File: src/rtl/wp_cmd_sequencer_pkg.sv
package wp_cmd_sequencer_pkg;

  typedef enum logic [2:0] {
    S_IDLE,
    S_KEY1,
    S_KEY2,
    S_REL3,
    S_REL4,
    S_REL5,
    S_LOAD,
    S_BUSY
  } seq_state_e;

  // control -> datapath strobes
  typedef struct packed {
    logic armSet;
    logic armClr;
    logic commit;
  } dp_strobe_t;

  // datapath -> control pattern hits
  typedef struct packed {
    logic keyA;
    logic keyB;
    logic lockCode;
    logic relCode;
    logic freeCode;
  } pat_hit_t;

  localparam int NUM_PAT = 5;

endpackage

File: src/rtl/wp_cmd_datapath.sv
module wp_cmd_datapath
  import wp_cmd_sequencer_pkg::*;
#(
  parameter int ADDR_W = 15,
  parameter int DATA_W = 8,
  parameter logic [ADDR_W-1:0] ADDR_HI = 15'h5555,
  parameter logic [ADDR_W-1:0] ADDR_LO = 15'h2AAA,
  parameter logic [DATA_W-1:0] KEY_A = 8'hAA,
  parameter logic [DATA_W-1:0] KEY_B = 8'h55,
  parameter logic [DATA_W-1:0] CODE_LOCK = 8'hA0,
  parameter logic [DATA_W-1:0] CODE_REL = 8'h80,
  parameter logic [DATA_W-1:0] CODE_FREE = 8'h20
) (
  input  logic              clk,
  input  logic              rstN,
  input  logic              protClr,
  input  logic [ADDR_W-1:0] wrAddr,
  input  logic [DATA_W-1:0] wrData,
  input  dp_strobe_t        strobe,
  output pat_hit_t          hits,
  output logic              protOn
);

  localparam logic [ADDR_W-1:0] PAT_ADDR [NUM_PAT] =
    '{ADDR_HI, ADDR_LO, ADDR_HI, ADDR_HI, ADDR_HI};
  localparam logic [DATA_W-1:0] PAT_DATA [NUM_PAT] =
    '{KEY_A, KEY_B, CODE_LOCK, CODE_REL, CODE_FREE};

  logic [NUM_PAT-1:0] hitVec;
  logic pendValid;
  logic pendVal;

  for (genvar gi = 0; gi < NUM_PAT; gi++) begin : g_pat
    assign hitVec[gi] = (wrAddr == PAT_ADDR[gi]) && (wrData == PAT_DATA[gi]);
  end

  assign hits.keyA     = hitVec[0];
  assign hits.keyB     = hitVec[1];
  assign hits.lockCode = hitVec[2];
  assign hits.relCode  = hitVec[3];
  assign hits.freeCode = hitVec[4];

  // staged change of the protect flag, applied at end of write
  always_ff @(posedge clk or negedge rstN) begin
    if (!rstN) begin
      pendValid <= 1'b0;
      pendVal   <= 1'b0;
    end else if (strobe.armSet) begin
      pendValid <= 1'b1;
      pendVal   <= 1'b1;
    end else if (strobe.armClr) begin
      pendValid <= 1'b1;
      pendVal   <= 1'b0;
    end else if (strobe.commit) begin
      pendValid <= 1'b0;
    end
  end

  // protect flag: untouched by rstN, cleared only by protClr
  always_ff @(posedge clk) begin
    if (protClr) begin
      protOn <= 1'b0;
    end else if (strobe.commit && pendValid) begin
      protOn <= pendVal;
    end
  end

endmodule

File: src/rtl/wp_cmd_ctrl.sv
module wp_cmd_ctrl
  import wp_cmd_sequencer_pkg::*;
(
  input  logic       clk,
  input  logic       rstN,
  input  logic       wrValid,
  input  logic       loadTimeout,
  input  logic       writeDone,
  input  pat_hit_t   hits,
  input  logic       protOn,
  output dp_strobe_t strobe,
  output logic       dataPass,
  output logic       timerStart
);

  seq_state_e state, nextState;
  logic abortNow;

  always_ff @(posedge clk or negedge rstN) begin
    if (!rstN) state <= S_IDLE;
    else       state <= nextState;
  end

  always_comb begin
    nextState  = state;
    strobe     = '0;
    dataPass   = 1'b0;
    timerStart = 1'b0;
    abortNow   = 1'b0;

    if (loadTimeout) begin
      unique case (state)
        S_KEY1, S_KEY2, S_REL3, S_REL4, S_REL5: nextState = S_IDLE;
        S_LOAD:  nextState = S_BUSY;
        default: nextState = state;
      endcase
    end else if (writeDone) begin
      if (state == S_BUSY) begin
        strobe.commit = 1'b1;
        nextState     = S_IDLE;
      end
    end else if (wrValid) begin
      unique case (state)
        S_IDLE: begin
          if (hits.keyA) nextState = S_KEY1;
          else           abortNow  = 1'b1;
        end
        S_KEY1: begin
          if (hits.keyB) nextState = S_KEY2;
          else           abortNow  = 1'b1;
        end
        S_KEY2: begin
          if (hits.lockCode) begin
            strobe.armSet = 1'b1;
            nextState     = S_LOAD;
          end else if (hits.relCode) begin
            nextState = S_REL3;
          end else begin
            abortNow = 1'b1;
          end
        end
        S_REL3: begin
          if (hits.keyA) nextState = S_REL4;
          else           abortNow  = 1'b1;
        end
        S_REL4: begin
          if (hits.keyB) nextState = S_REL5;
          else           abortNow  = 1'b1;
        end
        S_REL5: begin
          if (hits.freeCode) begin
            strobe.armClr = 1'b1;
            nextState     = S_LOAD;
          end else begin
            abortNow = 1'b1;
          end
        end
        S_LOAD:  dataPass  = 1'b1;
        default: nextState = state;
      endcase

      if (abortNow) begin
        if (protOn) begin
          timerStart = 1'b1;
          nextState  = S_BUSY;
        end else begin
          dataPass  = 1'b1;
          nextState = S_LOAD;
        end
      end
    end
  end

endmodule

File: src/rtl/wp_cmd_sequencer.sv
module wp_cmd_sequencer
  import wp_cmd_sequencer_pkg::*;
#(
  parameter int ADDR_W = 15,
  parameter int DATA_W = 8
) (
  input  logic              clk,
  input  logic              rstN,
  input  logic              protClr,
  input  logic              wrValid,
  input  logic [ADDR_W-1:0] wrAddr,
  input  logic [DATA_W-1:0] wrData,
  input  logic              loadTimeout,
  input  logic              writeDone,
  output logic              protOn,
  output logic              dataPass,
  output logic              timerStart
);

  dp_strobe_t strobe;
  pat_hit_t   hits;

  wp_cmd_ctrl ctrl_i (
    .clk        (clk),
    .rstN       (rstN),
    .wrValid    (wrValid),
    .loadTimeout(loadTimeout),
    .writeDone  (writeDone),
    .hits       (hits),
    .protOn     (protOn),
    .strobe     (strobe),
    .dataPass   (dataPass),
    .timerStart (timerStart)
  );

  wp_cmd_datapath #(
    .ADDR_W(ADDR_W),
    .DATA_W(DATA_W)
  ) dp_i (
    .clk    (clk),
    .rstN   (rstN),
    .protClr(protClr),
    .wrAddr (wrAddr),
    .wrData (wrData),
    .strobe (strobe),
    .hits   (hits),
    .protOn (protOn)
  );

endmodule

File: config.mk
export PLATFORM = sky130hd
export DESIGN_NAME = wp_cmd_sequencer
export DESIGN_NICKNAME = d
export VERILOG_FILES = /design/src/rtl/wp_cmd_sequencer_pkg.sv /design/src/rtl/wp_cmd_datapath.sv /design/src/rtl/wp_cmd_ctrl.sv /design/src/rtl/wp_cmd_sequencer.sv
export SDC_FILE = /design/constraint.sdc
export NUM_CORES = 1
export LEC_CHECK = 0
export ABC_AREA = 1
export BUFFER_PORTS_ARGS = -buffer_cell sky130_fd_sc_hd__buf_2
export CAP_MARGIN = 20
export CORE_UTILIZATION = 40
export CTS_CLUSTER_DIAMETER = 50
export CTS_CLUSTER_SIZE = 20
export DETAILED_ROUTE_END_ITERATION = 12
export GPL_TIMING_DRIVEN = 0
export PLACE_DENSITY = 0.71
export SETUP_SLACK_MARGIN = 0.4
export SYNTH_ARGS = -nofsm -noshare
export SYNTH_HDL_FRONTEND = slang
export SYNTH_HIERARCHICAL = 1
export SYNTH_SLANG_ARGS = --single-unit
File: constraint.sdc
create_clock -name clk -period 2.48 [get_ports clk]
set_input_delay 0.372 -clock clk [delete_from_list [all_inputs] [get_ports clk]]
set_output_delay 0.372 -clock clk [all_outputs]
set_load 0.02 [all_outputs]
# Yosys cells after proc, flatten, opt, wreduce, memory -nomap -nowiden
# Index checks and enable logic that the tools add are counted.
[op_classes] n_reduce_logical=15 n_eq_ne=22 mux=49
[ops] operator="3-bit two-way mux" n=13
[ops] operator="1-bit two-way mux" n=31
[ops] operator="5-bit by 3-bit inequality test with 1-bit output (second input constant)" n=5
[ops] operator="8-bit == test (second input constant)" n=3
[ops] operator="3-bit case mux with 6 select lines" n=1
[ops] operator="15-bit by 14-bit == test with 1-bit output (second input constant)" n=1
[ops] operator="15-bit == test (second input constant)" n=1
[ops] operator="3-bit == test (second input constant)" n=4
[ops] operator="10-bit AND reduction" n=1
[ops] operator="9-bit nonzero test" n=1
[ops] operator="8-bit by 6-bit == test with 1-bit output (second input constant)" n=1
[ops] operator="8-bit by 7-bit == test with 1-bit output (second input constant)" n=1
[ops] operator="3-bit by 2-bit == test with 1-bit output (second input constant)" n=2
[ops] operator="1-bit logical AND" n=6
[ops] operator="6-bit by 3-bit inequality test with 1-bit output (second input constant)" n=1
[ops] operator="3-bit case mux with 2 select lines" n=1
[ops] operator="3-bit nonzero test" n=2
[ops] operator="5-bit OR reduction" n=1
[ops] operator="2-bit two-way mux" n=2
[ops] operator="1-bit case mux with 4 select lines" n=1
[ops] operator="2-bit OR reduction" n=2
[ops] operator="3-bit by 1-bit == test with 1-bit output (second input constant)" n=1
[ops] operator="3-bit zero test" n=1
[ops] operator="3-bit by 1-bit inequality test with 1-bit output (second input constant)" n=1
[ops] operator="other kinds (2)" n=2
[totals] wordCells=90 in_bits=29 output_inout_bits=3 register_bits=6

# Depth between registers and ports, before layout
[logic_depth] depth_word=12 depth_mapped=15 ltp_nobuf=15

# By module
# The synthesis kept the hierarchy.
[modules_own_cells] mod="wp_cmd_ctrl" area_per_inst_um2=400.4 seq_area_each_um2=75.1 cells_per_inst=75 instances=1
[modules_own_cells] mod="wp_cmd_datapath" area_per_inst_um2=384.1 seq_area_each_um2=70.1 cells_per_inst=77 instances=1

# Worst setup path before layout
# OpenSTA, ideal clock, no wires.
[synth_timing] kind="in2out" from="input wrAddr[8]" to="output dataPass" slack_ps=509 t_arrival_ps=1599 required_time_ps=2108 n_path_buf=0 stages=12 path_cell_list="nand2_1 -> inv_1 -> nand2_1 -> nor2_1 -> nand2_2 -> nor2_1 -> or2_2 -> nor2_1 -> a21oi_2 -> nand2_2 -> nand2_2 -> a21oi_1"
[synth_lines] element="start: declaration" line_no="wp_cmd_sequencer.sv:11" text="input logic [ADDR_W-1:0] wrAddr,"
[synth_lines] element="end: declaration" line_no="wp_cmd_sequencer.sv:16" text="output logic dataPass,"

==> impl_metrics.json <==
{
  "status": "completed",
  "multi_input_area_um2": 568,
  "vias": 986,
  "leakagePower_nw": 0.586,
  "dp_hpwl_mm": 1.51,
  "synth_area_per_cell_um2": 5.16,
  "portBuffers": 31,
  "period_share": 0.831,
  "max_freq_mhz": 485,
  "max-vdd-ir-drop_v": 0.000552,
  "drv_slew": 0,
  "cts.sinks": 6,
  "worstPathCellList": "buf_2, nor2_2, nand2_1, nor2_2, nand2_2, nor2_2, or2_4, nor2_4, a21oi_4, nand2_2, nand2_2, a21oi_2, buf_4",
  "pwr-share-clk": 0.145,
  "wirelength_mm": 2.02,
  "clk-insertion-delay-late_ns": 0.24,
  "seqPwrFrac": 0.209,
  "r2r_end": "ctrl_i/state[0]$_DFFE_PN0P_",
  "seqCellArea_um2": 145,
  "core_area_um2": 1780,
  "diodes": 0,
  "crit_type": "input pin to output pin",
  "wire_per_inst_um": 9.43,
  "syn2layout_area_growth_pct": 40.7,
  "boundaryPins": 32,
  "clock_skew_ns": 0.00569,
  "ant_nets": 0,
  "synth_cell_types": 22,
  "tightest_slew_ns": 0.310,
  "power_density_nw_per_um2": 590,
  "routabilityCongestion": 0.731,
  "grt_pass1_vias": 759,
  "drc": 0,
  "fin_cells": 214,
  "p_int_mw": 0.345,
  "dp_cells": 208,
  "drv_cap": 0,
  "cts.clk_slew.worst_paths_ns": 0.04,
  "fp.dieW_um": 46.3,
  "power_frac_comb": 0.645,
  "worstPathRequired_ns": 2.11,
  "row_count": 15,
  "crit_path_end_kind": "output pin",
  "fin_tns_setup_ns": 0,
  "clock_tree.root_cell": "clkbuf_4",
  "vias_per_cell": 4.61,
  "rr_startpoint": "ctrl_i/state[2]$_DFFE_PN0P_",
  "h-tree-depth": 1,
  "r2r_setup_slack_ns": 0.98,
  "cts_tree": "built",
  "drive_gt1_frac": 0.376,
  "yosysSeqAreaShare": 0.185,
  "slowest_delay_ns": 0.16,
  "grt_max_degree": 10,
  "startpoint_type": "input pin",
  "numCtsBuffers": 3,
  "max-slew-margin-rel": 0.793,
  "grt_antenna_before_repair": 0,
  "synthCells": 152,
  "critPathLaunch": "wrAddr[13]",
  "grt_pass1_wl_mm": 2.75,
  "dieHeight_um": 46.3,
  "ys_ff_latch": 6,
  "rsz0062_at_grt": "yes",
  "hold_class": "input pin to flip-flop",
  "track_usage": 0.174,
  "worst_path_dominant_cell_family": "simple AND/OR/NAND/NOR gates",
  "crit_buf_inv": 2,
  "crit_path_top_delay_cell": "buf_4",
  "arrival_ns": 1.69,
  "nFillCells": 178,
  "p_sw_frac": 0.470,
  "drt_first_pass_iters": 4,
  "cts_max_path_buffers": 2,
  "switching_power_mw": 0.306,
  "r2r_cells": 10,
  "initial_utilization": 0.440,
  "fp.dieArea_um2": 2140,
  "path_depth": 13,
  "crit_fanout": 4,
  "grt_overflow": 0,
  "setup_viol": 0,
  "first_iter_violations": 15,
  "yosysWarnings": 6,
  "netlist_area_um2": 785,
  "crit_end": "dataPass",
  "syn-num-nets": 181,
  "hold_viol_final": 0,
  "layout.nets": 219,
  "layout_min_cycle_time_ns": 2.06
}
through the flow:
stage               hold slack, ns  total power, mW  utilization  worst slack [ns]  area (um^2)
global placement             0.184            0.492        0.545             0.387          971
detailed placement           0.189            0.498        0.545             0.370          971
finish                       0.286            0.651        0.619             0.419         1100
global route                 0.273            0.714        0.619             0.347         1100
CTS                          0.273            0.603        0.568             0.413         1010
floorplan                   0.0764            0.416            -             0.509          785
power groups by stage:
stage / combinational (mW) / sequential [mW] / clock, mW
2_1_floorplan: 0.282 / 0.134 / 0
3_3_place_gp: 0.356 / 0.137 / 0
3_5_place_dp: 0.360 / 0.138 / 0
4_1_cts: 0.366 / 0.136 / 0.101
5_1_grt: 0.470 / 0.139 / 0.105
6_report: 0.420 / 0.136 / 0.0947
repair_timing:
item | 4_1_cts | 5_1_grt
endpoints found under the setup margin | 2 | 2
hold buffers | 1 | 0
setup buffers | 0 | 1
gates resized for setup | 2 | 25
endpoints found under the hold margin | 5 | 0
pin swaps | 2 | 15
sequential cells by signal, indices dropped and copies added, names as in the netlist:
signal / cells
ctrl_i/state: 3
dp_i/pendVal: 1
dp_i/pendValid: 1
dp_i/protOn: 1
cell usage in the layout, fill, tap and decap left out, drive strengths merged:
cell type	n
nand3b	1
a21oi	6
dfxtp	1
clkbuf	4
buf	34
nor2	31
nand3	13
dlygate4sd3	1
or2	1
o31ai	1
nand2	52
inv	28
nor3	6
o21ai	2
nor3b	1
dfrtp	5
nand4	1
a21o	1
cell usage after synthesis:
library cell	number	share of area
nand3b_1	1	0.0096
nand4_1	1	0.0080
o31ai_1	1	0.0096
nor2_2	4	0.032
a21oi_2	2	0.022
inv_2	6	0.029
nor2_1	27	0.13
dfxtp_1	1	0.026
buf_2	1	0.0064
nor3_2	1	0.013
a21oi_1	4	0.026
dfrtp_1	5	0.16
buf_4	1	0.0096
a21o_1	1	0.0096
nor3_1	5	0.032
nand3_1	13	0.083
nor3b_1	1	0.0096
inv_1	22	0.11
or2_2	1	0.0080
nand2_2	4	0.032
nand2_1	48	0.23
o21ai_1	2	0.013
worst min path at each step:
stage,startpoint,cells past startpoint,to,slack [ns]
after floorplan,rstN,0,ctrl_i/state[0]$_DFFE_PN0P_,0.08
after global placement,rstN,1,ctrl_i/state[2]$_DFFE_PN0P_,0.18
after detailed placement,rstN,1,ctrl_i/state[0]$_DFFE_PN0P_,0.19
after CTS,protClr,2,dp_i/protOn$_SDFFE_PP0P_,0.27
after global routing,protClr,2,dp_i/protOn$_SDFFE_PP0P_,0.27
final,protClr,2,dp_i/protOn$_SDFFE_PP0P_,0.29
layer usage:
| metal | track usage | share of wire | vias up |
|---|---|---|---|
| met1 | 0.217 | 0.41 | 426 |
| li1 | - | - | 535 |
| met2 | 0.307 | 0.55 | 25 |
| met3 | 0.00392 | 0.044 | 0 |
| met4 | 0.0824 | 0 | 0 |
| met5 | 0 | 0 | - |
layout make-up:
type,count,share of cell area
multi-input combinational,116,0.515
timing repair buffer,33,0.195
sequential,6,0.132
inverter,28,0.0952
tap,25,0.0283
clock buffer,4,0.0238
buffer,2,0.0113
cell families (layout without fill, tap and decap cells):
| family | count (synthesis) | in the layout | share of synthesized area |
|---|---|---|---|
| buffers and inverters | 30 | 67 | 0.150 |
| AO/OA/AOI/OAI | 10 | 10 | 0.0798 |
| flip-flops | 6 | 6 | 0.185 |
| AND/OR/NAND/NOR | 106 | 106 | 0.585 |
(Power assumes the default switching activity.)
